[config.mk]
export PLATFORM = sky130hd
export DESIGN_NAME = pc_next_unit
export DESIGN_NICKNAME = d
export VERILOG_FILES = /design/src/rtl/pnu_pkg.sv /design/src/rtl/pnu_targets.sv /design/src/rtl/pnu_select.sv /design/src/rtl/pnu_stack.sv /design/src/rtl/pc_next_unit.sv
export SDC_FILE = /design/constraint.sdc
export NUM_CORES = 1
export LEC_CHECK = 0
export BUFFER_PORTS_ARGS = -buffer_cell sky130_fd_sc_hd__buf_2
export CAP_MARGIN = 20
export CORE_ASPECT_RATIO = 0.8
export CORE_MARGIN = 4
export CORE_UTILIZATION = 46
export DETAILED_ROUTE_END_ITERATION = 12
export GPL_TIMING_DRIVEN = 0
export PLACE_DENSITY = 0.76
export SYNTH_ARGS = -nofsm -noshare
export SYNTH_HDL_FRONTEND = slang
export SYNTH_SLANG_ARGS = --single-unit
[constraint.sdc]
create_clock -name clk -period 4.8 [get_ports clk]
set_input_delay 0.48 -clock clk [delete_from_list [all_inputs] [get_ports clk]]
set_output_delay 0.48 -clock clk [all_outputs]
set_load 0.01 [all_outputs]
[src/rtl/pnu_pkg.sv]
package pnu_pkg;
   localparam int FLOW_W = 3;
   localparam int SPOP_W = 2;

   typedef enum logic [FLOW_W-1:0] {
      FL_SEQ  = 3'd0,
      FL_REL  = 3'd1,
      FL_BRC  = 3'd2,
      FL_PAGE = 3'd3,
      FL_ABS  = 3'd4,
      FL_IND  = 3'd5
   } flow_e;

   typedef enum logic [SPOP_W-1:0] {
      SP_HOLD = 2'd0,
      SP_PUSH = 2'd1,
      SP_POP  = 2'd2
   } spop_e;
endpackage

[src/rtl/pnu_targets.sv]
module pnu_targets #(
   parameter int PC_W   = 16,
   parameter int OFS_W  = 8,
   parameter int PAGE_W = 11,
   parameter int ACC_W  = 8,
   parameter int LEN_W  = 2
) (
   input  logic [PC_W-1:0]   pc,
   input  logic [LEN_W-1:0]  ins_len,
   input  logic [OFS_W-1:0]  rel_off,
   input  logic [PAGE_W-1:0] page_addr,
   input  logic [PC_W-1:0]   dptr,
   input  logic [ACC_W-1:0]  acc,
   output logic [PC_W-1:0]   adv,
   output logic [PC_W-1:0]   t_rel,
   output logic [PC_W-1:0]   t_page,
   output logic [PC_W-1:0]   t_ind
);
   logic [PC_W-1:0] rel_x;

   // displacement is widened by sign, or truncated when already wide enough
   generate
      if (OFS_W >= PC_W) begin : g_ofs_trunc
         assign rel_x = rel_off[PC_W-1:0];
      end else begin : g_ofs_sext
         assign rel_x = {{(PC_W-OFS_W){rel_off[OFS_W-1]}}, rel_off};
      end
   endgenerate

   assign adv    = pc + PC_W'(ins_len);
   assign t_rel  = adv + rel_x;
   assign t_page = {adv[PC_W-1:PAGE_W], page_addr};
   assign t_ind  = dptr + PC_W'(acc);
endmodule

[src/rtl/pnu_select.sv]
module pnu_select
   import pnu_pkg::*;
#(
   parameter int PC_W      = 16,
   parameter int VEC_IDX_W = 3,
   parameter int VEC_BASE  = 3,
   parameter int VEC_SHIFT = 3
) (
   input  logic                 soft_rst,
   input  logic                 irq_req,
   input  logic [VEC_IDX_W-1:0] irq_idx,
   input  logic [FLOW_W-1:0]    flow,
   input  logic                 cond,
   input  logic [PC_W-1:0]      pc,
   input  logic [PC_W-1:0]      adv,
   input  logic [PC_W-1:0]      t_rel,
   input  logic [PC_W-1:0]      t_page,
   input  logic [PC_W-1:0]      t_abs,
   input  logic [PC_W-1:0]      t_ind,
   output logic [PC_W-1:0]      next_pc,
   output logic [PC_W-1:0]      ret_addr
);
   logic [PC_W-1:0] vec_pc;
   logic [PC_W-1:0] flow_pc;

   assign vec_pc = PC_W'(VEC_BASE) + (PC_W'(irq_idx) << VEC_SHIFT);

   always_comb begin
      case (flow)
         FL_REL:  flow_pc = t_rel;
         FL_BRC:  flow_pc = cond ? t_rel : adv;
         FL_PAGE: flow_pc = t_page;
         FL_ABS:  flow_pc = t_abs;
         FL_IND:  flow_pc = t_ind;
         default: flow_pc = adv;
      endcase
   end

   // reset request outranks interrupt, interrupt outranks the instruction
   always_comb begin
      if (soft_rst)     next_pc = '0;
      else if (irq_req) next_pc = vec_pc;
      else              next_pc = flow_pc;
   end

   assign ret_addr = irq_req ? pc : adv;
endmodule

[src/rtl/pnu_stack.sv]
module pnu_stack
   import pnu_pkg::*;
#(
   parameter int SP_W   = 8,
   parameter int SP_RST = 7
) (
   input  logic              clk,
   input  logic              rst_n,
   input  logic [SPOP_W-1:0] sp_op,
   output logic [SP_W-1:0]   sp,
   output logic [SP_W-1:0]   stk_addr
);
   logic [SP_W-1:0] sp_inc;
   logic [SP_W-1:0] sp_dec;

   assign sp_inc = sp + SP_W'(1);
   assign sp_dec = sp - SP_W'(1);

   // push addresses the slot above; pop addresses the current slot
   assign stk_addr = (sp_op == SP_PUSH) ? sp_inc : sp;

   always_ff @(posedge clk or negedge rst_n) begin
      if (!rst_n) begin
         sp <= SP_W'(SP_RST);
      end else begin
         case (sp_op)
            SP_PUSH: sp <= sp_inc;
            SP_POP:  sp <= sp_dec;
            default: sp <= sp;
         endcase
      end
   end
endmodule

[src/rtl/pc_next_unit.sv]
module pc_next_unit
   import pnu_pkg::*;
#(
   parameter int PC_W      = 16,
   parameter int OFS_W     = 8,
   parameter int PAGE_W    = 11,
   parameter int ACC_W     = 8,
   parameter int LEN_W     = 2,
   parameter int SP_W      = 8,
   parameter int SP_RST    = 7,
   parameter int VEC_IDX_W = 3,
   parameter int VEC_BASE  = 3,
   parameter int VEC_SHIFT = 3
) (
   input  logic                 clk,
   input  logic                 rst_n,
   input  logic                 step,
   input  logic                 soft_rst,
   input  logic                 irq_req,
   input  logic [VEC_IDX_W-1:0] irq_idx,
   input  logic [2:0]           flow,
   input  logic [LEN_W-1:0]     ins_len,
   input  logic                 cond,
   input  logic [OFS_W-1:0]     rel_off,
   input  logic [PAGE_W-1:0]    page_addr,
   input  logic [PC_W-1:0]      abs_addr,
   input  logic [ACC_W-1:0]     acc,
   input  logic [PC_W-1:0]      dptr,
   input  logic [1:0]           sp_op,
   output logic [PC_W-1:0]      pc,
   output logic [PC_W-1:0]      next_pc,
   output logic [PC_W-1:0]      ret_addr,
   output logic [SP_W-1:0]      sp,
   output logic [SP_W-1:0]      stk_addr
);
   generate
      if (PAGE_W >= PC_W) begin : g_bad_page
         $error("PAGE_W must be below PC_W");
      end
      if (ACC_W > PC_W) begin : g_bad_acc
         $error("ACC_W must not exceed PC_W");
      end
      if (VEC_IDX_W + VEC_SHIFT >= PC_W) begin : g_bad_vec
         $error("vector table does not fit the address space");
      end
      if (SP_W < 2) begin : g_bad_sp
         $error("SP_W too small");
      end
   endgenerate

   logic [PC_W-1:0] adv, t_rel, t_page, t_ind;

   pnu_targets #(
      .PC_W(PC_W), .OFS_W(OFS_W), .PAGE_W(PAGE_W),
      .ACC_W(ACC_W), .LEN_W(LEN_W)
   ) u_tgt (
      .pc(pc), .ins_len(ins_len), .rel_off(rel_off),
      .page_addr(page_addr), .dptr(dptr), .acc(acc),
      .adv(adv), .t_rel(t_rel), .t_page(t_page), .t_ind(t_ind)
   );

   pnu_select #(
      .PC_W(PC_W), .VEC_IDX_W(VEC_IDX_W),
      .VEC_BASE(VEC_BASE), .VEC_SHIFT(VEC_SHIFT)
   ) u_sel (
      .soft_rst(soft_rst), .irq_req(irq_req), .irq_idx(irq_idx),
      .flow(flow), .cond(cond), .pc(pc), .adv(adv), .t_rel(t_rel),
      .t_page(t_page), .t_abs(abs_addr), .t_ind(t_ind),
      .next_pc(next_pc), .ret_addr(ret_addr)
   );

   pnu_stack #(
      .SP_W(SP_W), .SP_RST(SP_RST)
   ) u_stk (
      .clk(clk), .rst_n(rst_n), .sp_op(sp_op),
      .sp(sp), .stk_addr(stk_addr)
   );

   always_ff @(posedge clk or negedge rst_n) begin
      if (!rst_n)                pc <= '0;
      else if (step || soft_rst) pc <= next_pc;
   end
endmodule

==> results.ini, run 1 <==
[synthesis]
synth_cell_types=55
synth_common_cells=nor2_1 (50), nand2_1 (49), xnor2_1 (40), ha_1 (32), xor2_1 (28)
yosys.area.top_type=dfrtp_1
avgSynthCellArea_um2=7.54
ys_seq_elements=24
ys_warn_count=0
synth_nets=592
synth_most_common_cell=nor2_1
synth_cells=482
ys_top_cells_by_area=dfrtp_1 (14%), ha_1 (11%), xnor2_1 (9.6%)
syn_area_mm2=0.00364
seq_area_frac_synth_pct=16.6
synth_edf_count=0
synthArstFlopShare_pct=100
synth_ff_type=dfrtp_1
synth.top_cell.area_share_pct=14.5

[finish]
n_fill_cell=692
ff_latch_area_um2=604
multi_input_area_mm2=0.00285
drive_gt1_share_pct=25.9
fin_cells=727
diodes=0
syn_to_final_growth_pct=24.3
stdcell_area_mm2=0.00452
nets=733

[pwr]
p_per_area_mw_per_mm2=248
peakVddDrop_uv=167
p_total_uw=1120
leakage_uw=0.00227

[clocking]
ctsHoldBuffers=0
postCtsSetupRepairBufs=0
cts-htree-levels=1
cts_tree=built
cts_num_sinks=24
cts_made_buffers=3
clk_latency_ps=270
clk_path_buf_depth=2
cts_resized=0
cts.clk_slew.worst_paths_ps=90
ctsRootBufferMaster=clkbuf_8

[critical_path]
max_stage_delay_ps=550
arrival_ps=4160
crit_type=flip-flop to output pin
slowest_stage=a221oi_1
r2r-start=pc[0]
path_cells=ha_1 > fa_1 > nand3_1 > nor2_1 > xor2_1 > ha_1 > o21a_1 > o21ai_0 > a21oi_2 > o41a_1 > xor2_1 > a221oi_1 > nor2_1 > buf_2
reg2reg_depth=13
critPathLaunch=pc[0]
critPathCaptureType=output pin
rr_endpoint=pc[11]
worst-path-max-fanout=6
worstPathRequired_ps=4320
crit_path_start_kind=flip-flop
r2r_slack_ps=860

[global_routing]
grt_usage_pct=24.6
grt_max_degree=25
grt_pass1_wl_mm=18.8
antenna_found_initial=0
grt_pass1_vias=3864
grt-ovfl-total=0

[drt]
drc_errors=0
ant_nets=0
drtIter0Drc=407
num_vias=4144
post_drt_wl_per_cell_um=16.4
avgViaCountPerCell=5.70
drt_wl_total_mm=11.9
firstDrtPassIters=7

[job]
cap_violations=0

[sta]
clock.fmax_ghz=0.215
tightest_slew_ps=744
clock_skew_ps=13.9
drv_slew=0
relSlewSlack_pct=50.2
grt_setup_unrepaired=false
setup_tns_ps=0
finalHoldViolCount=0
worst_slack_ps=157
finalSetupViolCount=0
fin_crit_sh_pct=96.7
fin_crit_ps=4640

[floorplanning]
coreArea_mm2=0.00753
die_w_um=107
start_util_pct=48.3
die_area_mm2=0.00940
io_pins=139
dieHeight_um=87.5
rows=28

[worst_hold_path]
min_path_type=primary input to async pin

[place]
pre_cts_ws_ps=412
dp_hpwl_mm=10.0
io_buffers=136
place_congestion=0.961
dpl.cell_count=723
post_dp_cell_area_mm2=0.00445

[outcome]
run_status=completed

## cells by family after synthesis
group / count (synthesis) / share of synthesized area (%)
and+or+nand+nor: 181 / 23.6
buffers and inverters: 45 / 4.96
AOI/OAI and AO/OA: 122 / 23.7
xor gates and xnor gates: 68 / 16.4
muxes: 7 / 2.03
DFF: 24 / 16.6
adders and majority gates: 35 / 12.7
## area by class of cell
type                    instances  area share, %
inverters                      18           1.50
flip-flops and latches         24           13.4
repair buffers                136           15.1
clock buffers                   3          0.914
well taps                     105           2.91
clock inverters                 1          0.664
multi-input cells             413           63.1
plain buffers                  27           2.49
## routing by layer
metal / global-route usage [%] / share of wire [%] / vias up / wire length (um)
met5: 0 / 0 / - / 0
met3: 3.93 / 10 / 15 / 1190
li1: - / - / 2003 / -
met1: 35.0 / 44 / 1910 / 5220
met2: 41.1 / 45 / 216 / 5400
met4: 2.75 / 0.81 / 0 / 96
## critical path, delay by kind of cell, from the launching register on
| kind | cells | cell delay (ps) |
|---|---|---|
| compound gates | 5 | 1460 |
| xor+xnor | 2 | 440 |
| fa+ha+maj | 3 | 1010 |
| buf+inv | 1 | 160 |
| flops | 1 | 430 |
| simple gates | 3 | 390 |
## worst max path at each step
stage | to | slack (ps) | cells after the start
CTS | next_pc[11] | 260 | 14
finish | next_pc[11] | 160 | 14
floorplan | next_pc[15] | 1030 | 14
global placement | next_pc[11] | 510 | 15
detailed placement | next_pc[11] | 410 | 15
global route | next_pc[11] | 4 | 14
## metrics by stage
step | hold slack (ps) | util (%)
after floorplan | 184 | -
after global placement | 499 | 59.1
after detailed placement | 495 | 59.1
after CTS | 196 | 60.0
after global routing | 225 | 60.0
final | 177 | 60.0
## placed cells by master, fill, tap and decap left out, types with 4 or more instances in the layout
cell type	synthesis	final
a32oi_1	4	4
nand2b_1	11	11
a221o_1	6	6
o21bai_1	4	4
a21o_1	8	8
a22o_1	7	7
dfrtp_1	21	21
xor2_1	28	28
and3_1	6	6
nor3_1	9	9
a21oi_1	25	25
a31oi_1	5	5
inv_1	18	18
a21oi_2	4	4
nand2_1	49	49
nor2_1	50	50
and2_1	6	6
nand3_1	23	23
o211ai_1	4	4
clkbuf_1	20	20
ha_1	32	32
xnor2_1	40	40
o21ai_0	24	24
a221oi_1	7	7
a222oi_1	5	5
nand4_1	9	9
buf_2	6	142
mux2i_1	4	4
## power by group
group	total (uW)	leakage (uW)	internal (uW)	switching, uW
clock network	177	0.0000357	112	66.0
logic	644	0.00193	273	371
registers	301	0.000308	253	48.0
total	1120	0.00227	637	485
## sequential cells by signal, summed over array words and instances, names as in the netlist
register  cells
pc           16
u_stk.sp      8
(Power assumes the default switching activity.)
==> inputs of run 2 (changes only) <==
Settings changed: CORE_UTILIZATION 46 to 50, PLACE_DENSITY 0.76 to 0.81.
==> run 2 against run 1 <==
Final cell count shrank 2.5%. Register-to-register slack gained 180 ps. Global-route usage rose by 1.5 points. Final area is 0.44% lower. Clock-buffer cell count unchanged. Die area shrank 7.3%. First-iteration DRC count down 21%. Largest power group unchanged. Highest routed layer unchanged.
==> results.ini, run 2 (synthesized netlist as in run 1, its figures left out) <==
[outcome]
run_status=completed

[floorplanning]
die_w_um=103  ; -3.8%
io_pins=139  ; unchanged
dieHeight_um=84.3  ; -3.7%
rows=27  ; -3.6%
coreArea_mm2=0.00696  ; -7.6%
die_area_mm2=0.00871  ; -7.3%
start_util_pct=52.2  ; +4.0 points

[clocking]
cts_num_sinks=24  ; unchanged
ctsHoldBuffers=0  ; unchanged
cts_made_buffers=3  ; unchanged
cts-htree-levels=1  ; unchanged
ctsRootBufferMaster=clkbuf_8
cts_resized=0  ; unchanged
postCtsSetupRepairBufs=0  ; unchanged
clk_latency_ps=280  ; about the same
clk_path_buf_depth=2  ; unchanged
cts.clk_slew.worst_paths_ps=90  ; about the same
cts_tree=built

[sta]
tightest_slew_ps=717  ; -27.2 ps
relSlewSlack_pct=52.0  ; +1.8 points
setup_tns_ps=0  ; unchanged
fin_crit_ps=4480  ; -163 ps
fin_crit_sh_pct=93.3  ; -3.4 points
drv_slew=0  ; unchanged
finalHoldViolCount=0  ; unchanged
clock.fmax_ghz=0.223  ; +3.6%
whs_ps=184  ; +6.91 ps
clock_skew_ps=4.32  ; -9.59 ps
finalSetupViolCount=0  ; unchanged
grt_setup_unrepaired=false

[finish]
drive_gt1_share_pct=26.0  ; +0.16 points
top_regs=pc (16), u_stk.sp (8)
final_cell_mix=buf_2 (142), nand2_1 (49), nor2_1 (49)
multi_input_area_mm2=0.00285  ; about the same
regMostFlops=pc
ff_latch_area_um2=604  ; unchanged
syn_to_final_growth_pct=23.7
stdcell_area_mm2=0.00450  ; -0.44%
n_fill_cell=621  ; -10%
diodes=0  ; unchanged
post-route-util_pct=64.7  ; +4.7 points
fin_cells=709  ; -2.5%
nets=733  ; unchanged
layout_commonest_cell=buf_2
largest_reg_flops=16  ; unchanged

[critical_path]
critPathCaptureType=output pin
arrival_ps=4000  ; -160 ps
r2r_slack_ps=1040  ; +180 ps
r2r-start=pc[0]
crit_path_start_kind=flip-flop
worst-path-max-fanout=6  ; unchanged
worstPathRequired_ps=4320  ; about the same
rr_endpoint=pc[11]
reg2reg_depth=13  ; unchanged
crit_type=flip-flop to output pin

[global_routing]
grt_pass1_vias=3794  ; -1.8%
grt_max_degree=25  ; unchanged
grt_usage_pct=26.1  ; +1.5 points
grt-ovfl-total=0  ; unchanged
grt_pass1_wl_mm=18.4  ; -2.4%
antenna_found_initial=0  ; unchanged

[job]
cap_violations=0  ; unchanged

[pwr]
leakage_uw=0.00227  ; about the same
peakVddDrop_uv=157  ; -6.2%
p_per_area_mw_per_mm2=250  ; +0.61%

[drt]
post_drt_wl_per_cell_um=16.5  ; +0.64%
firstDrtPassIters=6  ; -1
drc_errors=0  ; unchanged
drtIter0Drc=321  ; -21%
num_vias=4179  ; +0.84%
avgViaCountPerCell=5.89  ; +3.4%
drt_wl_total_mm=11.7  ; -1.9%
ant_nets=0  ; unchanged

[place]
dp_hpwl_mm=9.74  ; -2.7%
post_dp_cell_area_mm2=0.00443  ; -0.51%
place_congestion=0.918  ; -4.4%
io_buffers=136  ; unchanged
dpl.cell_count=705  ; -2.5%

[worst_hold_path]
min_path_type=primary input to async pin

-- run 2: cell counts in the layout (fill, tap and decap cells not counted) --
Identical to the previous run, type by type.
-- run 2: report_power, final --
| group | leakage [uW] | internal [uW] | switching [uW] |
|---|---|---|---|
| Clock | 0.0000357 | 112 | 72.3 |
| Sequential | 0.000308 | 253 | 50.1 |
| Combinational | 0.00193 | 272 | 365 |
-- run 2: worst max path at each step --
stage | start | end | slack, ps | depth (start not counted)
global route | pc[0] | next_pc[14] | 40 | 15
floorplan | ins_len[0] | next_pc[15] | 1030 | 14
CTS | pc[0] | next_pc[11] | 330 | 14
finish | pc[0] | next_pc[11] | 320 | 14
global placement | ins_len[0] | next_pc[11] | 500 | 15
detailed placement | ins_len[0] | next_pc[11] | 470 | 15
-- run 2: worst max-delay path: stages, from the launching register on --
cell and delay, ps:
dfrtp_1 420, ha_1 230, fa_1 450, nand3_1 210, nor2_2 100, xor2_1 250, ha_1 350, o21a_1 130
o21ai_0 210, a21oi_2 70, o41a_1 480, xor2_1 180, a221oi_1 400, nor2_1 80, buf_2 160
-- run 2: area by class of cell --
cell class                 count  share of cell area (%)
tap                           87                    2.42
buffer                        27                    2.50
inverter                      18                    1.50
timing repair buffer         136                    15.1
clock inverter                 1                   0.667
clock buffer                   3                   0.918
sequential                    24                    13.4
multi-input combinational    413                    63.4
-- run 2: through the flow --
step | setup WS, ps | total power, uW
global placement | 496 | 922
detailed placement | 470 | 937
finish | 320 | 1120
global route | 42.9 | 1210
CTS | 335 | 1120
floorplan | 1030 | 718
-- run 2: metal layers --
metal	GRT usage, %	part of all wire [%]	vias to the layer above	routed length [um]
met5	0	0	-	0
met4	5.76	1.5	0	177
met3	3.90	9.4	21	1100
met2	40.6	45	201	5280
met1	37.9	44	1939	5140
li1	-	-	2018	-
==> inputs of run 3 (changes only) <==
Settings changed: SYNTH_HIERARCHICAL set to 1.
==> run 3 against run 2 <==
Routed wire length shrank 8.2%. Clock-buffer cell count increased by 1. Utilization fell by 0.91 points. Hold slack hardly changed. Final cell count shrank 11%. Power rose by 1.8%. Largest power group unchanged. Synthesized area rose by 2.2%. Clock power decreased by 34%. Sequential share of layout area barely moved. Die area increased by 2.0%.
==> results.ini, run 3 <==
[finish]
stdcell_area_mm2=0.00450  ; about the same
ff_latch_area_um2=604  ; unchanged
diodes=0  ; unchanged
top_regs=pc (16), u_stk/sp (8)
layout_commonest_cell=buf_2
largest_reg_flops=16  ; unchanged
drive_gt1_share_pct=40.7  ; +15 points
post-route-util_pct=63.7  ; -0.91 points
n_fill_cell=601  ; -3.2%
multi_input_area_mm2=0.00279  ; -2.1%
nets=649  ; -11%
syn_to_final_growth_pct=21.1
regMostFlops=pc
final_cell_mix=buf_2 (130), mux2_2 (32), nand2_1 (32)

[sta]
finalSetupViolCount=0  ; unchanged
clock.fmax_ghz=0.219  ; -1.9%
clock_skew_ps=8.89  ; +4.57 ps
worst_slack_ps=235  ; -84.6 ps
drv_slew=0  ; unchanged
fin_crit_ps=4560  ; +84.6 ps
setup_tns_ps=0  ; unchanged
relSlewSlack_pct=61.4  ; +9.4 points
finalHoldViolCount=0  ; unchanged
fin_crit_sh_pct=95.1  ; +1.8 points
tightest_slew_ps=573  ; -144 ps
grt_setup_unrepaired=false

[synthesis]
ys_seq_elements=24  ; unchanged
synth-xor-area-share_pct=13.4  ; -2.9 points
synth.top_cell.area_share_pct=14.1  ; -0.31 points
seq_area_frac_synth_pct=16.3  ; -0.36 points
synth_edf_count=0  ; unchanged
yosys.area.top_type=dfrtp_1
synth_cells=411  ; -15%
ys_warn_count=6  ; +6
ys_top_cells_by_area=dfrtp_1 (14%), ha_1 (9.8%), mux2_2 (9.7%)
synth_nets=518  ; -13%
synth_common_cells=mux2_2 (32), nand2_1 (32), xor2_1 (30), ha_1 (29), xnor2_1 (27)
syn_area_mm2=0.00372  ; +2.2%
synth-adder-area-share_pct=11.4  ; -1.3 points
synth-simple-area-share_pct=16.0  ; -7.7 points
synth.mux.area_fraction_pct=14.0  ; +12 points
synthArstFlopShare_pct=100  ; unchanged
avgSynthCellArea_um2=9.04  ; +20%
synth_ff_type=dfrtp_1
synth_top_family_by_area=compound AO/OA/AOI/OAI gates
synth_cell_types=67  ; +22%
synth-compound-area-share_pct=20.4  ; -3.3 points

[floorplanning]
rows=27  ; unchanged
start_util_pct=52.6  ; +0.38 points
die_w_um=104  ; +1.0%
dieHeight_um=85.1  ; +0.99%
die_area_mm2=0.00888  ; +2.0%
coreArea_mm2=0.00706  ; +1.5%
io_pins=139  ; unchanged

[drt]
drtIter0Drc=345  ; +7.5%
post_drt_wl_per_cell_um=17.1  ; +3.6%
drt_wl_total_mm=10.7  ; -8.2%
drc_errors=0  ; unchanged
firstDrtPassIters=7  ; +1
avgViaCountPerCell=5.85  ; -0.72%
ant_nets=0  ; unchanged
num_vias=3675  ; -12%

[clocking]
cts_num_sinks=24  ; unchanged
cts.clk_slew.worst_paths_ps=90  ; about the same
clk_path_buf_depth=2  ; unchanged
cts_tree=built
cts_made_buffers=3  ; unchanged
cts-htree-levels=1  ; unchanged
cts_resized=0  ; unchanged
ctsRootBufferMaster=clkbuf_8
ctsHoldBuffers=0  ; unchanged
postCtsSetupRepairBufs=0  ; unchanged
clk_latency_ps=270  ; about the same

[critical_path]
worst-path-max-fanout=6  ; unchanged
crit_path_start_kind=flip-flop
critPathCaptureType=output pin
crit_type=flip-flop to output pin
worstPathRequired_ps=4320  ; about the same
arrival_ps=4080  ; +80 ps

[global_routing]
grt_pass1_wl_mm=17.7  ; -3.4%
grt_max_degree=25  ; unchanged
antenna_found_initial=0  ; unchanged
grt_usage_pct=23.6  ; -2.5 points
grt-ovfl-total=0  ; unchanged
grt_pass1_vias=3578  ; -5.7%

[pwr]
p_per_area_mw_per_mm2=254  ; +1.8%
leakage_uw=0.00233  ; +2.5%
peakVddDrop_uv=162  ; +3.2%
p_total_uw=1150  ; +1.8%

[worst_hold_path]
min_path_type=primary input to async pin

[job]
cap_violations=0  ; unchanged

[place]
dp_hpwl_mm=8.93  ; -8.4%
pre_cts_ws_ps=421  ; -49.2 ps
place_congestion=0.899  ; -2.1%
post_dp_cell_area_mm2=0.00446  ; +0.68%
io_buffers=126  ; -7.4%

[outcome]
run_status=completed

## run 3: cell count changes after synthesis, moves of 11 or more
cell	previous run	this run
nor2_1	50	16
nand3_1	23	5
buf_4	1	18
mux2_2	3	32
xnor2_1	40	27
a21oi_1	25	14
nand2_1	49	32
clkbuf_1	20	3
## run 3: logic make-up after synthesis
family                   after synthesis
AND/OR/NAND/NOR                      108
buffers and inverters                 49
adder cells (fa/ha/maj)               32
AO/OA/AOI/OAI                         98
multiplexers                          43
flip-flops                            24
XOR/XNOR                              57
## run 3: worst paths after layout
kind	end	slack [ps]	start	depth (start not counted)
hold / removal	pc[3]	180	rst_n	1
setup / recovery	next_pc[13]	240	pc[0]	16
min in group clk	u_stk/sp[1]	530	u_stk/sp[1]	2
max in group asynchronous	u_stk/sp[2]	4230	rst_n	1
setup reg to reg	pc[13]	750	pc[0]	16
hold reg to reg	u_stk/sp[1]	530	u_stk/sp[1]	2
## run 3: per-layer routing
metal  vias up  global-route usage, %  part of all wire [%]
li1       1775                      -                     -
met1      1731                   33.1                    47
met2       159                   39.0                    45
met3        10                   4.41                   7.0
met4         0                   2.78                   1.3
met5         -                      0                     0
## run 3: through the flow
stage | std cells | hold slack [ps]
after global placement | 624 | 495
after global routing | 628 | 217
after detailed placement | 624 | 499
final | 628 | 185
after floorplan | 411 | 184
after CTS | 628 | 204
## run 3: area by class of cell
cell class	instances	share of cell area, %
multi-input combinational	338	62.1
timing repair buffer	126	14.0
sequential	24	13.4
buffer	34	5.84
tap	87	2.42
inverter	15	1.25
clock buffer	4	1.00
## run 3: where the power goes
part	internal (uW)	total, uW	switching (uW)
registers	255	312	57.4
logic	332	711	379
clock network	59.3	122	62.8
## run 3: worst max-delay path, stage by stage, from the launching register on
cell and delay (ps):
dfrtp_1 410, ha_1 220, fa_1 440, nand2_1 100, nor2_1 60, and3_1 210, and2_1 190, nand2_1 90
xnor2_1 200, ha_1 400, and4_4 200, a221oi_4 370, o21bai_1 140, xor2_1 150, a222oi_1 280, o2bb2ai_1 180
buf_2 180
